==> config.mk <==
export PLATFORM = sky130hd
export DESIGN_NAME = lcd_timing_gen
export DESIGN_NICKNAME = d
export VERILOG_FILES = /design/src/rtl/lcdt_pkg.sv /design/src/rtl/lcdt_cfg_shadow.sv /design/src/rtl/lcdt_axis.sv /design/src/rtl/lcdt_pack.sv /design/src/rtl/lcd_timing_gen.sv
export SDC_FILE = /design/constraint.sdc
export NUM_CORES = 1
export LEC_CHECK = 0
export BUFFER_PORTS_ARGS = -buffer_cell sky130_fd_sc_hd__buf_2
export CAP_MARGIN = 5
export CORE_ASPECT_RATIO = 0.7
export CORE_MARGIN = 3
export CORE_UTILIZATION = 43
export CTS_BUF_LIST = sky130_fd_sc_hd__clkbuf_2
export DETAILED_ROUTE_END_ITERATION = 16
export HOLD_SLACK_MARGIN = 0.15
export PLACE_DENSITY = 0.75
export SLEW_MARGIN = 20
export SYNTH_ARGS = -nofsm -noshare
export SYNTH_HDL_FRONTEND = slang
export SYNTH_HIERARCHICAL = 1
export SYNTH_SLANG_ARGS = --single-unit
==> constraint.sdc <==
create_clock -name clk -period 6.8 [get_ports clk]
set_clock_uncertainty 0.2 [all_clocks]
set_input_delay 0 -clock clk [delete_from_list [all_inputs] [get_ports clk]]
set_output_delay 0 -clock clk [all_outputs]
set_load 0.01 [all_outputs]
==> src/rtl/lcdt_pkg.sv <==
`timescale 1ns/1ps
package lcdt_pkg;
   localparam int WORD_W   = 32;
   localparam int FIELD_W  = 16;
   localparam int HI_LSB   = 16;
   localparam int MODE_LSB = 8;
   localparam int HINV_BIT = 0;
   localparam int VINV_BIT = 1;
   localparam int LANE_W   = 8;
   localparam int LANES    = 3;
   localparam int BUS_W    = LANE_W * LANES;

   // shadow field slots; slot i lives in word i/2, half i%2
   localparam int FLD_HSW = 0;
   localparam int FLD_VSW = 1;
   localparam int FLD_VFP = 2;
   localparam int FLD_VBP = 3;
   localparam int FLD_HFP = 4;
   localparam int FLD_HBP = 5;
   localparam int FLD_WID = 6;
   localparam int FLD_HGT = 7;
   localparam int NUM_FLD = 8;

   typedef enum logic [1:0] {
      BUS_12 = 2'd0,
      BUS_16 = 2'd1,
      BUS_18 = 2'd2,
      BUS_24 = 2'd3
   } bus_fmt_e;

   // lane 0 = blue, 1 = green, 2 = red
   function automatic int lane_bits(bus_fmt_e f, int lane);
      case (f)
         BUS_12:  return 4;
         BUS_16:  return (lane == 1) ? 6 : 5;
         BUS_18:  return 6;
         default: return 8;
      endcase
   endfunction

   function automatic logic [LANE_W-1:0] lane_mask(bus_fmt_e f, int lane);
      logic [LANE_W-1:0] ones;
      ones = '1;
      return ~(ones >> lane_bits(f, lane));
   endfunction
endpackage

==> src/rtl/lcdt_cfg_shadow.sv <==
`timescale 1ns/1ps
module lcdt_cfg_shadow
   import lcdt_pkg::*;
#(
   parameter int CNT_W = 12
)(
   input  logic                            clk,
   input  logic                            rst_n,
   input  logic                            load,
   input  logic [WORD_W-1:0]               word_sync,
   input  logic [WORD_W-1:0]               word_vblank,
   input  logic [WORD_W-1:0]               word_hblank,
   input  logic [WORD_W-1:0]               word_size,
   input  logic [WORD_W-1:0]               word_ctrl,
   output logic [NUM_FLD-1:0][CNT_W:0]     fld_len,
   output logic                            hinv,
   output logic                            vinv,
   output bus_fmt_e                        fmt
);
   localparam int LEN_W = CNT_W + 1;

   if (CNT_W < 2 || CNT_W > FIELD_W) begin : g_bad_width
      $error("lcdt_cfg_shadow: CNT_W out of range");
   end

   logic [3:0][WORD_W-1:0]           words;
   logic [NUM_FLD-1:0][CNT_W-1:0]    raw_d;
   logic [NUM_FLD-1:0][CNT_W-1:0]    raw_q;
   logic [3:0]                       ctrl_q;

   assign words = {word_size, word_hblank, word_vblank, word_sync};

   for (genvar i = 0; i < NUM_FLD; i++) begin : g_fld
      assign raw_d[i] = words[i/2][(i%2)*HI_LSB +: CNT_W];
      if (i == FLD_VBP) begin : g_raw
         assign fld_len[i] = {1'b0, raw_q[i]};
      end else begin : g_plus1
         assign fld_len[i] = {1'b0, raw_q[i]} + LEN_W'(1);
      end
   end

   always_ff @(posedge clk or negedge rst_n) begin
      if (!rst_n) begin
         raw_q  <= '0;
         ctrl_q <= '0;
      end else if (load) begin
         raw_q  <= raw_d;
         ctrl_q <= {word_ctrl[MODE_LSB+1:MODE_LSB], word_ctrl[VINV_BIT], word_ctrl[HINV_BIT]};
      end
   end

   assign hinv = ctrl_q[0];
   assign vinv = ctrl_q[1];
   assign fmt  = bus_fmt_e'(ctrl_q[3:2]);

   AST_SHADOW_FROZEN: assert property (@(posedge clk) disable iff (!rst_n)
      !load |=> $stable({raw_q, ctrl_q}));
endmodule

==> src/rtl/lcdt_axis.sv <==
`timescale 1ns/1ps
module lcdt_axis #(
   parameter int CNT_W = 12
)(
   input  logic              clk,
   input  logic              rst_n,
   input  logic              step,
   input  logic [CNT_W:0]    len_act,
   input  logic [CNT_W:0]    len_fp,
   input  logic [CNT_W:0]    len_sw,
   input  logic [CNT_W:0]    len_bp,
   output logic              last,
   output logic              in_act,
   output logic              in_sync,
   output logic [CNT_W-1:0]  pos
);
   localparam int EDGE_W = CNT_W + 3;

   logic [EDGE_W-1:0] cnt_q;
   logic [EDGE_W-1:0] e_act, e_fp, e_sw, e_tot;

   assign e_act = EDGE_W'(len_act);
   assign e_fp  = e_act + EDGE_W'(len_fp);
   assign e_sw  = e_fp  + EDGE_W'(len_sw);
   assign e_tot = e_sw  + EDGE_W'(len_bp);

   assign last    = (cnt_q + EDGE_W'(1)) >= e_tot;
   assign in_act  = cnt_q < e_act;
   assign in_sync = (cnt_q >= e_fp) && (cnt_q < e_sw);
   assign pos     = in_act ? cnt_q[CNT_W-1:0] : '0;

   always_ff @(posedge clk or negedge rst_n) begin
      if (!rst_n)      cnt_q <= '0;
      else if (step)   cnt_q <= last ? '0 : cnt_q + EDGE_W'(1);
   end

   AST_CNT_BOUND: assert property (@(posedge clk) disable iff (!rst_n)
      cnt_q < e_tot);
   AST_SYNC_NOT_ACTIVE: assert property (@(posedge clk) disable iff (!rst_n)
      in_sync |-> !in_act);
   AST_HOLD_NO_STEP: assert property (@(posedge clk) disable iff (!rst_n)
      !step |=> $stable(cnt_q));
endmodule

==> src/rtl/lcdt_pack.sv <==
`timescale 1ns/1ps
module lcdt_pack
   import lcdt_pkg::*;
(
   input  bus_fmt_e            fmt,
   input  logic                de,
   input  logic [BUS_W-1:0]    pix_in,
   output logic [BUS_W-1:0]    bus_out
);
   for (genvar l = 0; l < LANES; l++) begin : g_lane
      assign bus_out[l*LANE_W +: LANE_W] =
         de ? (pix_in[l*LANE_W +: LANE_W] & lane_mask(fmt, l)) : '0;
   end
endmodule

==> src/rtl/lcd_timing_gen.sv <==
`timescale 1ns/1ps
module lcd_timing_gen
   import lcdt_pkg::*;
#(
   parameter int CNT_W = 12
)(
   input  logic              clk,
   input  logic              rst_n,
   input  logic              pix_en,
   input  logic [31:0]       cfg_sync,
   input  logic [31:0]       cfg_vblank,
   input  logic [31:0]       cfg_hblank,
   input  logic [31:0]       cfg_size,
   input  logic [31:0]       cfg_ctrl,
   input  logic [23:0]       pix_in,
   output logic              hsync,
   output logic              vsync,
   output logic              de,
   output logic [CNT_W-1:0]  x,
   output logic [CNT_W-1:0]  y,
   output logic              sof,
   output logic [23:0]       rgb_out
);
   if (CNT_W < 2 || CNT_W > FIELD_W) begin : g_bad_width
      $error("lcd_timing_gen: CNT_W out of range");
   end

   logic [NUM_FLD-1:0][CNT_W:0] len;
   logic     hinv, vinv;
   bus_fmt_e fmt;
   logic     h_last, h_act, h_sync;
   logic     v_last, v_act, v_sync;
   logic     frame_wrap;
   logic     sof_q;

   assign frame_wrap = pix_en && h_last && v_last;

   lcdt_cfg_shadow #(.CNT_W(CNT_W)) u_shadow (
      .clk(clk), .rst_n(rst_n), .load(frame_wrap),
      .word_sync(cfg_sync), .word_vblank(cfg_vblank), .word_hblank(cfg_hblank),
      .word_size(cfg_size), .word_ctrl(cfg_ctrl),
      .fld_len(len), .hinv(hinv), .vinv(vinv), .fmt(fmt)
   );

   lcdt_axis #(.CNT_W(CNT_W)) u_haxis (
      .clk(clk), .rst_n(rst_n), .step(pix_en),
      .len_act(len[FLD_WID]), .len_fp(len[FLD_HFP]),
      .len_sw(len[FLD_HSW]), .len_bp(len[FLD_HBP]),
      .last(h_last), .in_act(h_act), .in_sync(h_sync), .pos(x)
   );

   lcdt_axis #(.CNT_W(CNT_W)) u_vaxis (
      .clk(clk), .rst_n(rst_n), .step(pix_en && h_last),
      .len_act(len[FLD_HGT]), .len_fp(len[FLD_VFP]),
      .len_sw(len[FLD_VSW]), .len_bp(len[FLD_VBP]),
      .last(v_last), .in_act(v_act), .in_sync(v_sync), .pos(y)
   );

   assign de    = h_act && v_act;
   assign hsync = h_sync ^ hinv;
   assign vsync = v_sync ^ vinv;

   lcdt_pack u_pack (.fmt(fmt), .de(de), .pix_in(pix_in), .bus_out(rgb_out));

   always_ff @(posedge clk or negedge rst_n) begin
      if (!rst_n)      sof_q <= 1'b0;
      else if (pix_en) sof_q <= h_last && v_last;
   end
   assign sof = sof_q;

   AST_SOF_AT_ORIGIN: assert property (@(posedge clk) disable iff (!rst_n)
      sof |-> (de && x == '0 && y == '0));
   AST_SOF_ONE_STEP: assert property (@(posedge clk) disable iff (!rst_n)
      (sof && pix_en) |=> !sof);
   AST_DARK_BLANK: assert property (@(posedge clk) disable iff (!rst_n)
      !de |-> rgb_out == '0);
   AST_LOW_LANES_ZERO: assert property (@(posedge clk) disable iff (!rst_n)
      (fmt == BUS_12) |-> (rgb_out[3:0] == '0 && rgb_out[11:8] == '0 && rgb_out[19:16] == '0));
endmodule

Word-level counts from Yosys, hierarchy flattened
Cells that the tools add are included.

Add/subtract/negate cells: 15. $lt $le $gt $ge: 8. Equal/unequal tests: 2. Shift-type cells: 2. Mux-type cells: 9. Bitwise gates (word level): 7. Reductions and logical operators: 8.

Operators by type and width (count): $add A12 B1 Y13 const B (7); $ge A15 B15 Y1 (4); $add A15 B13 Y15 (3); $add A15 B1 Y15 const B (2); $lt A15 B13 Y1 (2); $lt A15 B15 Y1 (2); $mux W15 (2); $add A13 B13 Y14 (2); $and A8 B8 Y8 (3); $mux W12 (2); $mux W8 (3); $not A8 Y8 (2); $shr A8 B4 Y8 const A (2); $add A15 B12 Y15 (1); $pmux W4 S3 (1); $pmux W4 S2 (1); $logic_and A1 B1 Y1 (6); $eq A2 B1 Y1 const B (1); $eq A2 B2 Y1 const B (1); $logic_not A2 Y1 (1); $reduce_or A2 Y1 (1); $xor A1 B1 Y1 (2).

Register bits: 131. Logic and storage cells: 63.

Longest topological paths before layout
Gate-level depths: netlist of the first run.

Depth in word-level cells: 7. Gate-level depth with buffers: 36.

By module
Netlist of the first run, hierarchy kept.

Modules (own cells, without submodules): lcdt_cfg_shadow (times used 1, cells each 470, area each 5476.5 µm²); lcdt_axis (u_vaxis) (times used 1, cells each 498, area each 4096.4 µm²); lcdt_axis (u_haxis) (times used 1, cells each 490, area each 4085.2 µm²); lcdt_pack (times used 1, cells each 28, area each 207.7 µm²); lcd_timing_gen (times used 1, cells each 8, area each 78.8 µm²).

Least setup slack after synthesis of the first run
No wires, ideal clock.

Path type: register -> register. Start: register u_shadow/raw_q[72] (netlist bit). End: register u_shadow.ctrl_q[0]. Setup time: 0.125 ns. Arrival: 6.664 ns. Data required time: 6.475 ns. Path slack: -0.189 ns. Stages on the path, launching flop included: 31. Buffers on the path: 4. Clock period less this slack: 6.989 ns. Cell sequence: dfrtp_1 > ha_1 > fa_1 > a21o_1 > a21oi_1 > o21ai_1 > or2_2 > xor2_1 > ha_1 > a2111oi_2 > nand2_1 > a21o_1 > a21o_1 > and4_4 > a2111o_1 > ha_1 > a211oi_1 > nand2b_1 > o21a_1 > a211oi_1 > a21oi_1 > ha_1 > nand4_1 > nor3_1 > a21o_1 > buf_1 > and3_4 > buf_2 > buf_6 > buf_6 > mux2_4.

RTL lines: start, declared (RTL line lcdt_cfg_shadow.sv:28) `logic [NUM_FLD-1:0][CNT_W-1:0] raw_q;`; start signal, assigned (RTL line lcdt_cfg_shadow.sv:47) `raw_q <= raw_d;`; end signal, assigned (RTL line lcdt_cfg_shadow.sv:48) `ctrl_q <= {word_ctrl[MODE_LSB+1:MODE_LSB], word_ctrl[VINV_BIT], word_ctrl[HINV_BIT]};`; end, declared (RTL line lcdt_cfg_shadow.sv:29) `logic [3:0] ctrl_q;`.

==> metrics.md, run 1 <==
| Metric | Value |
|---|---|
| Status | `finished, violations left` |
| Failing checks | `negative setup slack` |
| Mapped Area | `0.0139 sq mm` |
| Initial Utilization | `44.2%` |
| Sequential area share after synthesis | `23.5%` |
| Power Density | `84.7 mW/mm^2` |
| CP required | `7350 ps` |
| CTS tree | `built` |
| Row cnt | `54` |
| Clk_lat worst skew | `870 ps` |
| Final number of max-transition violations | `0` |
| Yosys reg bits | `131` |
| Share of cells above drive strength 1 | `31.9%` |
| Port bufs | `178` |
| RePlAce Congestion | `0.980` |
| Cts bufs inserted | `17` |
| Fin crit share | `104%` |
| Crit path max-delay cell type | `dfrtp_2` |
| EDFF count, synth | `0` |
| Most common cell after layout, fill and taps aside | `dlygate4sd3_1` |
| H-tree depth | `4` |
| Unrepaired setup endpoints after global routing | `true` |
| Most used cell, CP | `buf_4` |
| Worst Path Max Fanout | `6` |
| WS Path Type | `reg2reg` |
| Max stage delay on crit path | `490 ps` |
| Overflow after GRT | `0` |
| Detailed-router iteration count before antenna repair | `5` |
| WL/cell | `20.0 microns` |
| Syn Area/Cell | `9.33 sq um` |
| Crit end category | `flop` |
| Leakage | `10.3 nW` |
| Worst-margin pin slew | `1220 ps` |
| Max cap viols | `0` |
| Setup_tns | `-16080 ps` |
| GRT Util Overall | `26.6%` |
| Largest net degree at the start of global routing | `86` |
| Vias in the first global route | `13.6k` |
| CTS max path bufs | `2` |
| Synthesized instance count | `1494` |
| DP Wirelength | `31800 microns` |
| Multi-input logic area | `0.0107 sq mm` |
| Final Setup Violations | `101` |
| Max Clk Rate | `0.142 GHz` |
| P&R area growth vs syn | `43.9%` |
| Synth cell types | `85` |
| Routed WL | `49700 microns` |
| ANT nets after route | `0` |
| CP Launch Type | `flop` |
| Fillers | `2411` |
| IO Count | `239` |
| Worst path arrival time | `7600 ps` |
| Vias per cell | `5.58` |
| Register area | `0.00329 sq mm` |
| Fraction of registers with async set or reset after synthesis | `100%` |
| Root Buffer | `clkbuf_2` |
| Final core utilization | `63.6%` |
| CTS clock-pin slew for the worst setup and hold paths | `220 ps` |
| Clock sinks | `131` |
| Slew headroom | `18.2%` |
| Residual DRC | `0` |
| DR vias | `13.9k` |
| DRT iter0 DRCs | `1109` |
| Post-Syn Nets | `1890` |
| Commonest non-fill, non-tap cells in the layout | `dlygate4sd3_1 (224), ha_1 (181), buf_2 (178), buf_4 (139), dfrtp_1 (125)` |
| First-pass GRT wire length | `73400 microns` |
| Die width | `221 microns` |
| Height of the die | `157 microns` |
| Worst hold path type | `in2out` |
| Die ar. | `0.0347 sq mm` |
| Max VDD drop | `0.0000962 V` |
| Final hold violation count | `0` |
| Initial antenna violation count | `2` |
| Syn. warnings | `6` |
| Min Clock Period, post-route | `7050 ps` |
| Setup WS post-layout | `-250 ps` |
| Final nets | `2442` |
| Post-synth top flop | `dfrtp_1` |
| Core ar. | `0.0316 sq mm` |
kinds of logic after synthesis:
| group | synth area share, % |
|---|---|
| and+or+nand+nor | 16.6 |
| other | 0.0269 |
| xor gates and xnor gates | 11.1 |
| AOI/OAI and AO/OA | 16.8 |
| DFF | 23.5 |
| adders and majority gates | 19.1 |
| muxes | 7.57 |
| buffers and inverters | 5.22 |
final cells by class:
class,count,area share (%)
well taps,420,2.62
diodes,3,0.0374
inverters,114,2.13
repair buffers,578,24.2
clock inverters,13,0.792
flip-flops and latches,131,16.4
clock buffers,19,0.474
multi-input cells,1204,53.4
final timing paths:
check / slack (ps) / depth (start not counted) / endpoint / from
setup / recovery: -250 / 33 / u_shadow/fld_len[40] / u_shadow/raw_q[84]
hold / removal: 160 / 3 / rgb_out[18] / pix_in[18]
setup reg to reg: -250 / 33 / u_shadow/fld_len[40] / u_shadow/raw_q[84]
hold reg to reg: 350 / 1 / u_shadow/fld_len[50] / u_shadow/fld_len[50]
max in group asynchronous: 5190 / 5 / u_shadow/raw_q[74] / rst_n
min in group asynchronous: 610 / 5 / u_shadow/raw_q[35] / rst_n
critical path: cells and delay by family (launching register included):
| family | cells | cell delay [ps] |
|---|---|---|
| AO/OA/AOI/OAI | 12 | 2210 |
| XOR/XNOR | 4 | 640 |
| adder cells (fa/ha/maj) | 5 | 1530 |
| buffers and inverters | 6 | 830 |
| flip-flops | 1 | 490 |
| multiplexers | 1 | 290 |
| AND/OR/NAND/NOR | 5 | 750 |
synthesized netlist by cell type (10+ instances only):
library cell / n / share of area, %
nand3_2: 15 / 1.1
buf_2: 12 / 0.43
a211oi_1: 10 / 0.54
nor3_1: 18 / 0.65
a21oi_1: 76 / 2.7
inv_1: 112 / 3.0
xor2_1: 90 / 5.7
nor2b_1: 14 / 0.63
mux2_2: 44 / 3.6
buf_4: 19 / 1.0
ha_1: 203 / 18
nand2_1: 95 / 2.6
nand3_1: 48 / 1.7
a22o_1: 14 / 0.88
nor2_1: 60 / 1.6
o21ai_0: 63 / 2.3
nor3_2: 24 / 1.7
a21o_1: 66 / 3.6
dfrtp_1: 131 / 24
and2_1: 36 / 1.6
xnor2_1: 78 / 4.9
o21ai_1: 12 / 0.43
mux2_4: 36 / 3.9
nand4_1: 24 / 1.1
and3_1: 17 / 0.76
nand2b_1: 17 / 0.76
o2bb2ai_1: 11 / 0.69
where the power goes:
part / switching [mW] / internal (mW) / total (mW)
combinational: 0.123 / 0.181 / 0.304
clock: 0.355 / 0.207 / 0.562
sequential: 0.0407 / 0.793 / 0.833
stage by stage:
step           std cells  power [mW]  worst slack (ps)  instance area [sq um]  hold slack (ps)
2_1_floorplan       1494       0.934              17.2                  14000             -496
3_3_place_gp        2148        1.02             -33.4                  15900            -79.7
3_5_place_dp        2148        1.03              -217                  15900            -65.0
4_1_cts             2436        1.69              5.01                  19000              151
5_1_grt             2481        1.78              -363                  20100              170
6_report            2482        1.70              -250                  20100              158
layer usage:
layer | wire length (microns) | track usage [%] | up-vias | part of all wire [%]
li1 | - | - | 6458 | -
met4 | 1370 | 8.58 | 0 | 2.7
met2 | 22400 | 42.8 | 619 | 45
met5 | 0 | 0 | - | 0
met3 | 4090 | 6.54 | 126 | 8.2
met1 | 21800 | 35.4 | 6648 | 44
registers in the layout, summed over array words and instances (netlist names):
name,flops
sof,1
u_shadow/raw_q,84
u_shadow/ctrl_q,4
u_shadow/fld_len,12
u_vaxis/cnt_q,15
u_haxis/cnt_q,15
timing repair:
action                                  in CTS  in global routing
gates resized for setup                     42                159
buffers inserted                            27                 37
pin swaps                                   23                 65
hold buffers                               225                  0
endpoints found under the setup margin     104                126
hold endpoints to repair                   277                  0
cloned                                       4                  9
Note: power is estimated with default switching activity, not from simulation.
==> run 2, diff against run 1 <==
- ABC_AREA: default -> 1
- CTS_BUF_LIST: sky130_fd_sc_hd__clkbuf_2 -> sky130_fd_sc_hd__clkbuf_4 sky130_fd_sc_hd__clkbuf_8
- SETUP_SLACK_MARGIN: default -> 0.1
==> metrics.md, run 2 <==
| Metric | Value |
|---|---|
| Status | `finished, final reports clean` |
| Final number of max-transition violations | `0 (unchanged)` |
| Vias per cell | `5.17 (-7.4%)` |
| Largest Register | `u_shadow/raw_q` |
| Top-count cell post-synth | `nand2_1` |
| Die ar. | `0.0365 sq mm (+5.4%)` |
| Post-synth top area share | `22.3% (-1.3 points)` |
| Crit path capture | `u_shadow/raw_q[27]` |
| Clk_lat worst skew | `500 ps (-370 ps)` |
| Sequential area share after synthesis | `22.3% (-1.3 points)` |
| Fin crit share | `94.8% (-8.9 points)` |
| Cts bufs inserted | `17 (unchanged)` |
| EDFF count, synth | `0 (unchanged)` |
| ANT nets after route | `0 (unchanged)` |
| Placed inst area | `0.0161 sq mm (+1.6%)` |
| Final Setup Violations | `0 (-100%)` |
| Port bufs | `178 (unchanged)` |
| Register area | `0.00329 sq mm (about the same)` |
| R2R Path Start | `u_shadow/raw_q[24]` |
| Worst path depth | `40 (+21%)` |
| Hold Worst Slack | `266 ps (+108 ps)` |
| Residual DRC | `0 (unchanged)` |
| Die width | `227 microns (+2.7%)` |
| CP Launch Type | `flop` |
| Max VDD drop | `0.0000968 V (+0.61%)` |
| WS Path Type | `reg2reg` |
| Initial antenna violation count | `1 (-1)` |
| Setup_tns | `0 ps (+16080 ps)` |
| Most used cell, CP | `nand2_1` |
| Initial Utilization | `43.8% (-0.40 points)` |
| Detailed-router iteration count before antenna repair | `6 (+1)` |
| Power after layout | `2.23 mW (+31%)` |
| Net Switching | `804 uW (+55%)` |
| Vias in the first global route | `14.8k (+9.1%)` |
| Multi-input logic area | `0.0106 sq mm (-1.2%)` |
| Slew headroom | `34.7% (+16 points)` |
| Unrepaired setup endpoints after global routing | `false` |
| Height of the die | `161 microns (+2.7%)` |
| Synthesized instance count | `2051 (+37%)` |
| Int Power | `1.42 mW (+21%)` |
| Post-synth top flop | `dfrtp_1` |
| Fillers | `2885 (+20%)` |
| H-tree depth | `4 (unchanged)` |
| Worst hold path type | `in2reg` |
| Post-Syn Nets | `2447 (+29%)` |
| Worst Path Max Fanout | `12 (+6)` |
| Syn Area/Cell | `7.18 sq um (-23%)` |
| Slack of the worst reg-to-reg path | `360 ps (+610 ps)` |
| Core ar. | `0.0336 sq mm (+6.6%)` |
| Final instance area | `0.0199 sq mm (-0.99%)` |
| RR Endpoint | `u_shadow/raw_q[27]` |
| Crit-path leading delay family | `simple AND/OR/NAND/NOR gates` |
| CP required | `7010 ps (-340 ps)` |
| DRT iter0 DRCs | `1024 (-7.7%)` |
| Crit path launch | `u_shadow/raw_q[24]` |
| First-pass GRT wire length | `73300 microns (-0.13%)` |
| Root Buffer | `clkbuf_8` |
| Biggest regs | `u_shadow/raw_q x84, u_haxis/cnt_q x15, u_vaxis/cnt_q x15` |
| CTS max path bufs | `2 (unchanged)` |
| Max Clk Rate | `0.155 GHz (+9.4%)` |
| IO Count | `239 (unchanged)` |
| Synth cell count leaders | `nand2_1 (536), inv_1 (314), ha_1 (203)` |
| Final core utilization | `59.1% (-4.5 points)` |
| CTS tree | `built` |
| Flop pwr share | `39.8% (-9.2 points)` |
| Routed WL | `48100 microns (-3.1%)` |
| Synth top area cells | `dfrtp_1 (22%), ha_1 (17%), nand2_1 (14%)` |
| Clock sinks | `131 (unchanged)` |
| Row cnt | `56 (+3.7%)` |
| Synth cell types | `53 (-38%)` |
| Clock power share | `31.4% (-1.7 points)` |
| Leading area contributor after synthesis | `dfrtp_1` |
| Crit path max-delay cell type | `dfrtp_1` |
| WL/cell | `16.3 microns (-19%)` |
| Final nets | `2898 (+19%)` |
| Overflow after GRT | `0 (unchanged)` |
| RePlAce Congestion | `0.966 (-1.4%)` |
| Syn. warnings | `6 (unchanged)` |
| Worst path arrival time | `6650 ps (-950 ps)` |
| DR vias | `15.2k (+10%)` |
| R2R depth | `40 (+21%)` |
| Setup WS post-layout | `356 ps (+606 ps)` |
| Comb pwr share | `28.9% (+11 points)` |
| Placed cells | `2655 (+24%)` |
| Switching share of power | `36.1% (+5.6 points)` |
| Power Density | `112 mW/mm^2 (+32%)` |
| Setup WS pre-CTS | `-25.6 ps (+191 ps)` |
| Min Clock Period, post-route | `6440 ps (-606 ps)` |
| Yosys reg bits | `131 (unchanged)` |
| Max reg flops | `84 (unchanged)` |
| Commonest non-fill, non-tap cells in the layout | `nand2_1 (531), inv_1 (309), dlygate4sd3_1 (227), ha_1 (178), buf_2 (177)` |
| Crit end category | `flop` |
| Non-filler cells, final | `2951 (+19%)` |
| Worst-margin pin slew | `980 ps (-236 ps)` |
| Largest net degree at the start of global routing | `75 (-13%)` |
| Final hold violation count | `0 (unchanged)` |
| Max stage delay on crit path | `380 ps (-110 ps)` |
| CTS clock-pin slew for the worst setup and hold paths | `90 ps (-130 ps)` |
| DP Wirelength | `35000 microns (+10%)` |
| Leakage | `10.6 nW (+3.4%)` |
| Fraction of registers with async set or reset after synthesis | `100% (unchanged)` |
| Most common cell after layout, fill and taps aside | `nand2_1` |
| Max cap viols | `0 (unchanged)` |
| Share of cells above drive strength 1 | `19.6% (-12 points)` |
| Mapped Area | `0.0147 sq mm (+5.6%)` |
| GRT Util Overall | `25.1% (-1.5 points)` |
| Worst Path Buf+Inv | `8 (+2)` |
| P&R area growth vs syn | `34.8%` |
run 2: layout make-up:
type,count,share of cell area (%)
antenna,1,0.0126
timing repair inverter,2,0.0945
timing repair buffer,470,19.3
clock buffer,17,1.18
clock inverter,15,0.794
sequential,131,16.5
inverter,317,6.07
tap,435,2.74
multi-input combinational,1563,53.3
run 2: cell families (layout without fill, tap and decap cells):
family | count (synthesis) | in the layout | share of synthesized area, %
AO/OA/AOI/OAI | 290 | 290 | 10.9
XOR/XNOR | 125 | 125 | 7.43
adder cells (fa/ha/maj) | 209 | 209 | 18.1
buffers and inverters | 357 | 821 | 10.3
flip-flops | 131 | 131 | 22.3
multiplexers | 47 | 47 | 4.69
other | 1 | 2 | 0.0255
AND/OR/NAND/NOR | 891 | 891 | 26.3
run 2: timing repair:
item / 4_1_cts / 5_1_grt
endpoints found under the setup margin: 76 / 130
hold buffers: 228 / 0
endpoints found under the hold margin: 286 / 0
resized for setup: 6 / 128
gates cloned: 0 / 5
buffers inserted: 1 / 29
pin swaps: 1 / 35
run 2: how the worst min path moves through the flow:
| stage | from | to | slack [ps] | cells after the start |
|---|---|---|---|---|
| after floorplan | rst_n | sof | -500 | 0 |
| after global placement | rst_n | u_shadow/raw_q[32] | -180 | 1 |
| after CTS | pix_en | u_haxis/cnt_q[14] | 220 | 3 |
| after global routing | sof | sof | 310 | 2 |
| after detailed placement | rst_n | u_shadow/raw_q[32] | -170 | 1 |
| final | pix_en | u_haxis/cnt_q[14] | 270 | 3 |
run 2: per-layer routing:
metal,vias up,wire length [microns],global-route usage [%],share of wire (%)
met5,-,0,0,0
met3,63,3300,3.84,6.8
met4,0,830,6.30,1.7
li1,7546,-,-,-
met1,7088,22400,35.2,46
met2,546,21600,40.7,45
run 2: tightest hold or removal path, delay by kind of cell:
kind / cells / cell delay [ps]
buffers and inverters: 2 / 770
AO/OA/AOI/OAI: 1 / 150
run 2: power groups by stage:
stage                     Clock, mW  Sequential, mW  Combinational, mW
after detailed placement          0           0.897              0.519
after global placement            0           0.895              0.498
after global routing          0.746           0.890              0.719
after CTS                     0.718           0.882              0.623
final                         0.699           0.886              0.644
after floorplan                   0           0.864              0.334
